$ cat config.mk
export PLATFORM = sky130hd
export DESIGN_NAME = ptx_framer
export DESIGN_NICKNAME = d
export VERILOG_FILES = /design/src/rtl/ptx_pkg.sv /design/src/rtl/ptx_pn9.sv /design/src/rtl/ptx_crc.sv /design/src/rtl/ptx_framer.sv
export SDC_FILE = /design/constraint.sdc
export NUM_CORES = 1
export LEC_CHECK = 0
export BUFFER_PORTS_ARGS = -buffer_cell sky130_fd_sc_hd__clkbuf_2
export CORE_UTILIZATION = 51
export DETAILED_ROUTE_END_ITERATION = 16
export GPL_TIMING_DRIVEN = 0
export HOLD_SLACK_MARGIN = 0.03
export PLACE_DENSITY = 0.84
export SLEW_MARGIN = 20
export SYNTH_ARGS = -nofsm -noshare
export SYNTH_HDL_FRONTEND = slang
export SYNTH_SLANG_ARGS = --single-unit
$ cat constraint.sdc
create_clock -name clk -period 2.1 [get_ports clk]
set_clock_uncertainty 0.05 [all_clocks]
set_input_delay 0.21 -clock clk [delete_from_list [all_inputs] [get_ports clk]]
set_output_delay 0.21 -clock clk [all_outputs]
set_load 0.01 [all_outputs]
$ cat src/rtl/ptx_pkg.sv
package ptx_pkg;

    localparam int BYTE_W = 8;

    typedef enum logic [2:0] {
        ST_IDLE,
        ST_PRE,
        ST_SYNC,
        ST_PAY,
        ST_CRC
    } ptx_state_e;

    typedef struct packed {
        logic       raw;
        logic       whiten;
    } ptx_bit_t;

    // minimum preamble bytes per selection code
    function automatic logic [4:0] pre_min_bytes(input logic [2:0] sel);
        logic [4:0] n;
        case (sel)
            3'd0:    n = 5'd2;
            3'd1:    n = 5'd3;
            3'd2:    n = 5'd4;
            3'd3:    n = 5'd6;
            3'd4:    n = 5'd8;
            3'd5:    n = 5'd12;
            3'd6:    n = 5'd16;
            default: n = 5'd24;
        endcase
        return n;
    endfunction

endpackage

$ cat src/rtl/ptx_pn9.sv
module ptx_pn9 #(
    parameter int PN_W = 9,
    parameter int TAP  = 5
) (
    input  logic clk,
    input  logic rst,
    input  logic load,
    input  logic step,
    output logic pn_bit
);
    logic [PN_W-1:0] st;

    always_ff @(posedge clk) begin
        if (rst) begin
            st <= '1;
        end else if (load) begin
            st <= '1;
        end else if (step) begin
            st <= {st[0] ^ st[TAP], st[PN_W-1:1]};
        end
    end

    assign pn_bit = st[0];

    // a maximal-length register never reaches the all-zero lock-up state
    assert_pn_nonzero_R6: assert property (@(posedge clk) disable iff (rst)
        step |=> (st != '0));

endmodule

$ cat src/rtl/ptx_crc.sv
module ptx_crc #(
    parameter int           CRC_W = 16,
    parameter logic [15:0]  POLY  = 16'h8005
) (
    input  logic clk,
    input  logic rst,
    input  logic init,
    input  logic upd,
    input  logic din,
    input  logic shift,
    output logic msb
);
    logic [CRC_W-1:0] crc;
    logic             fb;

    assign fb = crc[CRC_W-1] ^ din;

    always_ff @(posedge clk) begin
        if (rst || init) begin
            crc <= '1;
        end else if (upd) begin
            crc <= {crc[CRC_W-2:0], 1'b0} ^ (fb ? POLY[CRC_W-1:0] : '0);
        end else if (shift) begin
            crc <= {crc[CRC_W-2:0], 1'b0};
        end
    end

    assign msb = crc[CRC_W-1];

    // accumulating and emitting never overlap
    assert_crc_phase_excl_R7: assert property (@(posedge clk) disable iff (rst)
        !(upd && shift));

endmodule

$ cat src/rtl/ptx_framer.sv
module ptx_framer
    import ptx_pkg::*;
#(
    parameter int          LEN_W   = 8,
    parameter int          SYNC_W  = 16,
    parameter int          CRC_W   = 16,
    parameter logic [15:0] CRC_POLY = 16'h8005
) (
    input  logic              clk,
    input  logic              rst,
    input  logic              start,
    input  logic              bit_en,
    input  logic [2:0]        cfg_pre_sel,
    input  logic [SYNC_W-1:0] cfg_sync,
    input  logic              cfg_sync_twice,
    input  logic              cfg_fixed_len,
    input  logic [LEN_W-1:0]  cfg_len,
    input  logic              cfg_white_en,
    input  logic              cfg_crc_en,
    input  logic [7:0]        fifo_data,
    input  logic              fifo_empty,
    output logic              fifo_rd,
    output logic              tx_bit,
    output logic              tx_stb,
    output logic              done,
    output logic              busy
);
    localparam int SPAN  = (2 * SYNC_W > CRC_W) ? 2 * SYNC_W : CRC_W;
    localparam int POS_W = $clog2(SPAN);
    localparam int SIX_W = $clog2(SYNC_W);

    ptx_state_e        state;
    logic [POS_W-1:0]  pos;
    logic [4:0]        pre_left;
    logic [7:0]        sh;
    logic              have_byte;
    logic [LEN_W-1:0]  byte_cnt;

    logic              emit, pay_wait, byte_last, pay_end, last_bit;
    logic              sync_last, sync_bit, pn_bit, crc_msb;
    logic              pn_load, pn_step, crc_upd, crc_shift;
    logic [SIX_W-1:0]  sync_idx;
    ptx_bit_t          cur;
    logic              out_bit;

    ptx_pn9 #(.PN_W(9), .TAP(5)) u_pn9 (
        .clk   (clk),
        .rst   (rst),
        .load  (pn_load),
        .step  (pn_step),
        .pn_bit(pn_bit)
    );

    ptx_crc #(.CRC_W(CRC_W), .POLY(CRC_POLY)) u_crc (
        .clk  (clk),
        .rst  (rst),
        .init (pn_load),
        .upd  (crc_upd),
        .din  (cur.raw),
        .shift(crc_shift),
        .msb  (crc_msb)
    );

    // ---------------- bit selection ----------------
    assign sync_idx  = pos[SIX_W-1:0];
    assign sync_bit  = cfg_sync[SYNC_W-1-int'(sync_idx)];
    assign sync_last = cfg_sync_twice ? (int'(pos) == 2 * SYNC_W - 1)
                                      : (int'(pos) == SYNC_W - 1);
    assign pay_wait  = (state == ST_PAY) && !have_byte && fifo_empty;
    assign emit      = bit_en && (state != ST_IDLE) && !pay_wait;
    assign byte_last = (pos[2:0] == 3'd7);
    assign pay_end   = cfg_fixed_len && (byte_cnt == cfg_len);

    always_comb begin
        cur.whiten = 1'b0;
        case (state)
            ST_PRE:  cur.raw = ~pos[0];
            ST_SYNC: cur.raw = sync_bit;
            ST_PAY: begin
                cur.raw    = have_byte ? sh[7] : fifo_data[7];
                cur.whiten = cfg_white_en;
            end
            ST_CRC: begin
                cur.raw    = crc_msb;
                cur.whiten = cfg_white_en;
            end
            default: cur.raw = 1'b0;
        endcase
    end

    assign out_bit  = cur.raw ^ (cur.whiten & pn_bit);
    assign last_bit = ((state == ST_CRC) && (int'(pos) == CRC_W - 1)) ||
                      ((state == ST_PAY) && have_byte && byte_last && pay_end && !cfg_crc_en);

    assign pn_load   = (state == ST_IDLE) && start;
    assign pn_step   = emit && ((state == ST_PAY) || (state == ST_CRC));
    assign crc_upd   = emit && (state == ST_PAY);
    assign crc_shift = emit && (state == ST_CRC);
    assign fifo_rd   = emit && (state == ST_PAY) && !have_byte;
    assign busy      = (state != ST_IDLE);

    // ---------------- sequencing ----------------
    always_ff @(posedge clk) begin
        if (rst) begin
            state     <= ST_IDLE;
            pos       <= '0;
            pre_left  <= '0;
            sh        <= '0;
            have_byte <= 1'b0;
            byte_cnt  <= '0;
            tx_bit    <= 1'b0;
            tx_stb    <= 1'b0;
            done      <= 1'b0;
        end else begin
            tx_stb <= emit;
            done   <= emit && last_bit;
            if (emit) tx_bit <= out_bit;

            case (state)
                ST_IDLE: begin
                    if (start) begin
                        state     <= ST_PRE;
                        pos       <= '0;
                        pre_left  <= pre_min_bytes(cfg_pre_sel);
                        byte_cnt  <= '0;
                        have_byte <= 1'b0;
                    end
                end
                ST_PRE: begin
                    if (emit) begin
                        if (byte_last) begin
                            pos <= '0;
                            if (pre_left > 5'd1) pre_left <= pre_left - 5'd1;
                            else if (!fifo_empty) state <= ST_SYNC;
                        end else begin
                            pos <= pos + 1'b1;
                        end
                    end
                end
                ST_SYNC: begin
                    if (emit) begin
                        if (sync_last) begin
                            pos   <= '0;
                            state <= ST_PAY;
                        end else begin
                            pos <= pos + 1'b1;
                        end
                    end
                end
                ST_PAY: begin
                    if (emit) begin
                        if (!have_byte) begin
                            sh        <= {fifo_data[6:0], 1'b0};
                            have_byte <= 1'b1;
                            byte_cnt  <= byte_cnt + 1'b1;
                            pos       <= POS_W'(1);
                        end else if (byte_last) begin
                            have_byte <= 1'b0;
                            pos       <= '0;
                            if (pay_end) state <= cfg_crc_en ? ST_CRC : ST_IDLE;
                        end else begin
                            sh  <= {sh[6:0], 1'b0};
                            pos <= pos + 1'b1;
                        end
                    end
                end
                ST_CRC: begin
                    if (emit) begin
                        if (int'(pos) == CRC_W - 1) begin
                            pos   <= '0;
                            state <= ST_IDLE;
                        end else begin
                            pos <= pos + 1'b1;
                        end
                    end
                end
                default: state <= ST_IDLE;
            endcase
        end
    end

    // ---------------- assertions ----------------
    logic in_sync;
    assign in_sync = (state == ST_SYNC);

    assert_idle_quiet_R1: assert property (@(posedge clk) disable iff (rst)
        (!busy && $past(!busy)) |-> (!tx_stb && !done));

    assert_min_preamble_R2: assert property (@(posedge clk) disable iff (rst)
        $rose(in_sync) |-> ($past(pre_left) == 5'd1));

    assert_sync_needs_data_R3: assert property (@(posedge clk) disable iff (rst)
        $rose(in_sync) |-> $past(!fifo_empty));

    assert_pop_in_payload_R5: assert property (@(posedge clk) disable iff (rst)
        fifo_rd |-> (state == ST_PAY));

    assert_done_with_strobe_R10: assert property (@(posedge clk) disable iff (rst)
        done |-> (tx_stb && !busy));

endmodule

After elaboration in Yosys (flattened, before gate mapping)
Index checks and enable logic that the tools add are counted.
{"block": "totals", "ff_bits": 58, "latchBits": 0, "ram_bits": 0, "rom_bits": 0, "out_inout_bits": 5, "elab_cells": 142, "n_memories": 0}
{"block": "op_classes", "addsub": 4, "multipliers": 0, "div_mod_pow": 0, "order_cmp": 2, "eq_ne": 30, "shift": 0, "n_mux": 52, "n_bitwise": 6, "n_reduce_logical": 37}
{"cell": "$mux W5", "count": 13}
{"cell": "$mux W16", "count": 3}
{"cell": "$mux W3", "count": 14}
{"cell": "$mux W8", "count": 5}
{"cell": "$pmux W5 S7", "count": 1}
{"cell": "$ne A2 B2 Y1 const B", "count": 15}
{"cell": "$pmux W5 S5", "count": 1}
{"cell": "$logic_and A1 B1 Y1", "count": 16}
{"cell": "$pmux W8 S2", "count": 1}
{"cell": "$xor A16 B16 Y16", "count": 1}
{"cell": "$eq A3 B3 Y1 const B", "count": 5}
{"cell": "$pmux W3 S5", "count": 1}
{"cell": "$reduce_and A13 Y1", "count": 1}
{"cell": "$eq A3 B2 Y1 const B", "count": 4}
{"cell": "$pmux W5 S2", "count": 1}
{"cell": "$mux W1", "count": 9}
{"cell": "$add A8 B1 Y8 const B", "count": 1}
{"cell": "$eq A8 B8 Y1", "count": 1}
{"cell": "$eq A3 B1 Y1 const B", "count": 2}
{"cell": "$logic_not A3 Y1", "count": 2}
{"cell": "$lt A5 B6 Y1 const B", "count": 1}
{"cell": "$reduce_and A3 Y1", "count": 2}
{"cell": "$reduce_and A6 Y1", "count": 1}
{"cell": "$reduce_bool A2 Y1", "count": 3}
{"cell": "other kinds (20)", "count": 27}

Logic depth before layout (Yosys ltp)
{"block": "logic_depth", "word_depth": 9, "depth_mapped": 9, "depth_no_buf": 9}

By module
Synthesis repeated with hierarchy kept, for this count alone.
{"block": "hier_totals", "hier_cells": 403, "hier_area_um2": 3310.7}
{"mod": "ptx_framer", "n_inst": 1, "cells_each": 296, "area_each_um2": 2336.0}
{"mod": "ptx_crc", "n_inst": 1, "cells_each": 77, "area_each_um2": 639.4}
{"mod": "ptx_pn9", "n_inst": 1, "cells_each": 30, "area_each_um2": 335.3}

Least setup slack after synthesis
Ideal clock, no wire load.
{"block": "synth_timing", "path_kind": "register to register", "start": "reg pos[0]", "end": "reg state[0]", "setup_time_ns": 0.092, "arrival_ns": 1.893, "required_time_ns": 1.958, "slack_ns": 0.065, "path_stages_with_launch": 9, "path_buffers": 0, "period_less_slack_ns": 2.035, "cell_sequence": "dfxtp_1 ha_1 and3_1 ha_1 nor2b_1 a211oi_4 nor3_1 a21oi_1 nor4_1"}
{"block": "synth_between", "elab_chain_cells": 4, "word_cells_on_any_way": 9}
{"item": "from (decl)", "line_no": "ptx_framer.sv:33", "rtl": "logic [POS_W-1:0] pos;"}
{"item": "from (signal assigned)", "line_no": "ptx_framer.sv:136", "rtl": "pos <= pos + 1'b1;"}
{"item": "from (signal assigned)", "line_no": "ptx_framer.sv:146", "rtl": "pos <= pos + 1'b1;"}
{"item": "from (signal assigned)", "line_no": "ptx_framer.sv:163", "rtl": "pos <= pos + 1'b1;"}
{"item": "$eq A5 B5 Y1 / $eq A5 B1 Y1 (equally long branches)", "line_no": "ptx_framer.sv:68, ptx_framer.sv:169, ptx_framer.sv:67"}
{"item": "$mux W1", "line_no": "ptx_framer.sv:67", "rtl": "assign sync_last = cfg_sync_twice ? (int'(pos) == 2 * SYNC_W - 1)"}
{"item": "$ne A2 B2 Y1 (no source line)"}
{"item": "$reduce_and A13 Y1 (no source line) *"}
{"item": "to (signal assigned)", "line_no": "ptx_framer.sv:160", "rtl": "if (pay_end) state <= cfg_crc_en ? ST_CRC : ST_IDLE;"}
{"item": "to (decl)", "line_no": "ptx_framer.sv:32", "rtl": "ptx_state_e state;"}
Every way passes the cells marked *; elsewhere a longest branch is shown, timed or not.
A chain may end at the register's enable or synchronous reset.

Worst setup path after layout
Ends and elaborated chain as after synthesis.

==> results.py <==
metrics = {
    "power_and_ir_drop": {
        "p_per_area_nw_per_um2": 962.5,
        "power.leakage_nw": 1.633,
        "vdd_drop_max_mv": 0.7783,
    },
    "worst_setup_path": {
        "crit_type": "reg2reg",
        "critPathLaunch": "pos[0]$_SDFFE_PP0P_",
        "end_kind": "register",
        "required_ns": 2.29,
        "critPathArrivalTime_ns": 2.26,
        "start_kind": "register",
        "r2r-start": "pos[0]$_SDFFE_PP0P_",
        "crit_path_max_fanout": 6,
    },
    "logic_synthesis": {
        "synth_top_cells_by_area": "dfxtp_1, nand2_1, nor2_1, mux2i_1, a21oi_1",
        "syn_avg_cell_area_um2": 8.234,
        "yosysWarnings": 0,
        "ys_types": 63,
        "yosysTopAreaCell": "dfxtp_1",
        "synthArstFlopShare_pct": 0,
        "ys_seq_area_share_pct": 35.45,
        "synth_edf_count": 0,
        "synth_nets": 443,
        "synth_seq_cells": 57,
        "synth_flop_cell": "dfxtp_1",
        "netlist_area_um2": 3219,
        "synth_top_area_share_pct": 35.45,
        "yosysMostFrequentCell": "nand2_1",
        "syn_inst": 391,
        "synth_top_cells_by_count": "nand2_1, dfxtp_1, nor2_1",
    },
    "cells_and_area": {
        "fill_cells": 502,
        "area_growth_pct": 21.49,
        "multi_input_area_um2": 2021,
        "seqCellArea_um2": 1149,
        "post-route-util_pct": 65.29,
        "nets": 504,
        "final_layout_size_suffix_gt1_share_pct": 25.16,
        "antennaDiodeCount": 0,
        "fin_cells": 532,
    },
    "clock_tree": {
        "path_clk_slew_ns": 0.07,
        "clock_sinks": 57,
        "cts_htree_levels": 3,
        "cts_tree": "built",
        "cts_root_buf": "clkbuf_8",
        "cts_buffers": 9,
        "clk_latency_ns": 0.35,
        "cts_buffer_depth": 2,
    },
    "placement": {
        "place.gp.congestion": 0.8843,
        "post-place-ws_ns": -0.2937,
        "port_buffers": 46,
        "dp_cells": 512,
        "dp_hpwl_um": 5391,
    },
    "sta": {
        "rsz0062_at_grt": "true",
        "period_minus_slack_ns": 2.070,
        "slew_headroom_pct": 60.49,
        "worst_slack_ns": 0.02982,
        "final-hold-violation-count": 0,
        "setup-tns-final_ns": 0,
        "setup_viol_count_final": 0,
        "report.final.slew_viol_count": 0,
        "whs_ns": 0.1074,
        "fmax_mhz": 483.0,
        "timing.final.crit_share_pct": 98.58,
        "worst_slew_pin_slew_ns": 0.5926,
    },
    "status": {
        "status": "complete, no violations",
    },
    "drt": {
        "via_per_inst": 5.695,
        "dr_total_vias": 3030,
        "wirelength_um": 7705,
        "drt-initial-drc-count": 266,
        "wire_per_inst_um": 14.48,
        "drtAntennaViolNets": 0,
        "firstDrtPassIters": 7,
        "drc": 0,
    },
    "run": {
        "cap_violations": 0,
    },
    "global_routing": {
        "grt_pass1_vias": 2778,
        "grt_max_degree": 11,
        "grt_pass1_wl_um": 12650,
        "overflow": 0,
        "grt.total_usage_pct": 25.34,
        "antenna_found_initial": 0,
    },
    "die": {
        "io_pins": 49,
        "fp-row-count": 28,
        "start_util_pct": 53.74,
        "fp.dieArea_um2": 6634,
        "die_w_um": 81.45,
        "core_um2": 5991,
        "die_h_um": 81.45,
    },
    "hold_path": {
        "min_path_type": "in2reg",
        "hold_start": "fifo_data[0]",
    },
}
-- worst max-delay path: stages, from the launching register on --
cell     delay, ns
dfxtp_4       0.39
ha_4          0.14
ha_1          0.33
a21oi_1       0.11
o21a_1        0.24
nor3_2        0.31
a21oi_1       0.11
nor4_1        0.26
-- area by class of cell --
class | instances | share of cell area [%]
buffer | 23 | 3.103
clock buffer | 12 | 3.967
clock inverter | 4 | 1.887
inverter | 10 | 0.9597
multi-input combinational | 301 | 51.66
sequential | 57 | 29.37
tap | 75 | 2.399
timing repair buffer | 50 | 6.654
-- kinds of logic (layout without fill, tap and decap cells) --
kind of cell | after synthesis | count (layout) | synth area share (%)
simple gates | 177 | 177 | 27.17
compound gates | 84 | 84 | 19.43
flops | 57 | 57 | 35.44
buf+inv | 33 | 99 | 4.781
xor+xnor | 17 | 17 | 4.625
mux | 15 | 15 | 5.441
fa+ha+maj | 8 | 8 | 3.109
-- layer usage --
metal | track usage, % | part of all wire [%]
met4 | 8.214 | 2.0
met1 | 33.10 | 46
met2 | 39.83 | 45
met3 | 7.556 | 7.2
met5 | 0 | 0
-- registers in the layout, indices dropped and copies added, names as in the netlist --
name / flops
byte_cnt: 8
done: 1
have_byte: 1
pos: 5
pre_left: 5
sh: 7
state: 3
tx_bit: 1
tx_stb: 1
u_crc.crc: 16
u_pn9.st: 9
-- report_power, final --
part / leakage, nW / internal, mW / total (mW) / switching, mW
combinational: 1.05 / 0.569 / 1.31 / 0.738
sequential: 0.464 / 1.16 / 1.26 / 0.0943
clock: 0.117 / 0.735 / 1.20 / 0.467
total: 1.63 / 2.47 / 3.76 / 1.30
-- final timing paths --
path,end,cells after the start,slack (ns)
worst max-delay path,state[0]$_SDFFE_PP0P_,7,0.03
worst min-delay path,sh[1]$_SDFFE_PP0P_,3,0.11
worst max register to register,state[0]$_SDFFE_PP0P_,7,0.03
worst min register to register,u_pn9.st[3]$_SDFFE_PP1P_,2,0.42
-- cell usage in the layout (no fill, tap or decap), drive strengths merged, types with 3 or more instances in the layout --
cell    instances
nand3b          3
nand3          23
xor2           11
a31oi           3
o21a            4
ha              8
mux2i          13
inv            11
nor3           12
nand2          60
o211ai          5
dfxtp          57
buf            14
or2             3
nand4           6
nor2b           9
xnor2           6
nand2b          6
nor4            5
o21ai          14
a21oi          26
a22oi           4
nor2           38
clkbuf         71
a211oi         10
-- repair_timing --
action                                  in CTS  in global routing
endpoints found under the setup margin       7                 35
resized for setup                           11                 18
buffers inserted                             2                  2
pin swaps                                    5                  5
endpoints found under the hold margin        0                  0
hold buffers                                 0                  0
-- per-stage QoR --
step / cell area (µm²) / total power [mW]
after global routing: 3911 / 3.968
after floorplan: 3219 / 2.181
after global placement: 3543 / 2.421
final: 3911 / 3.764
after detailed placement: 3543 / 2.446
after CTS: 3831 / 3.672
No activity file was read; power rests on OpenSTA's default activity.
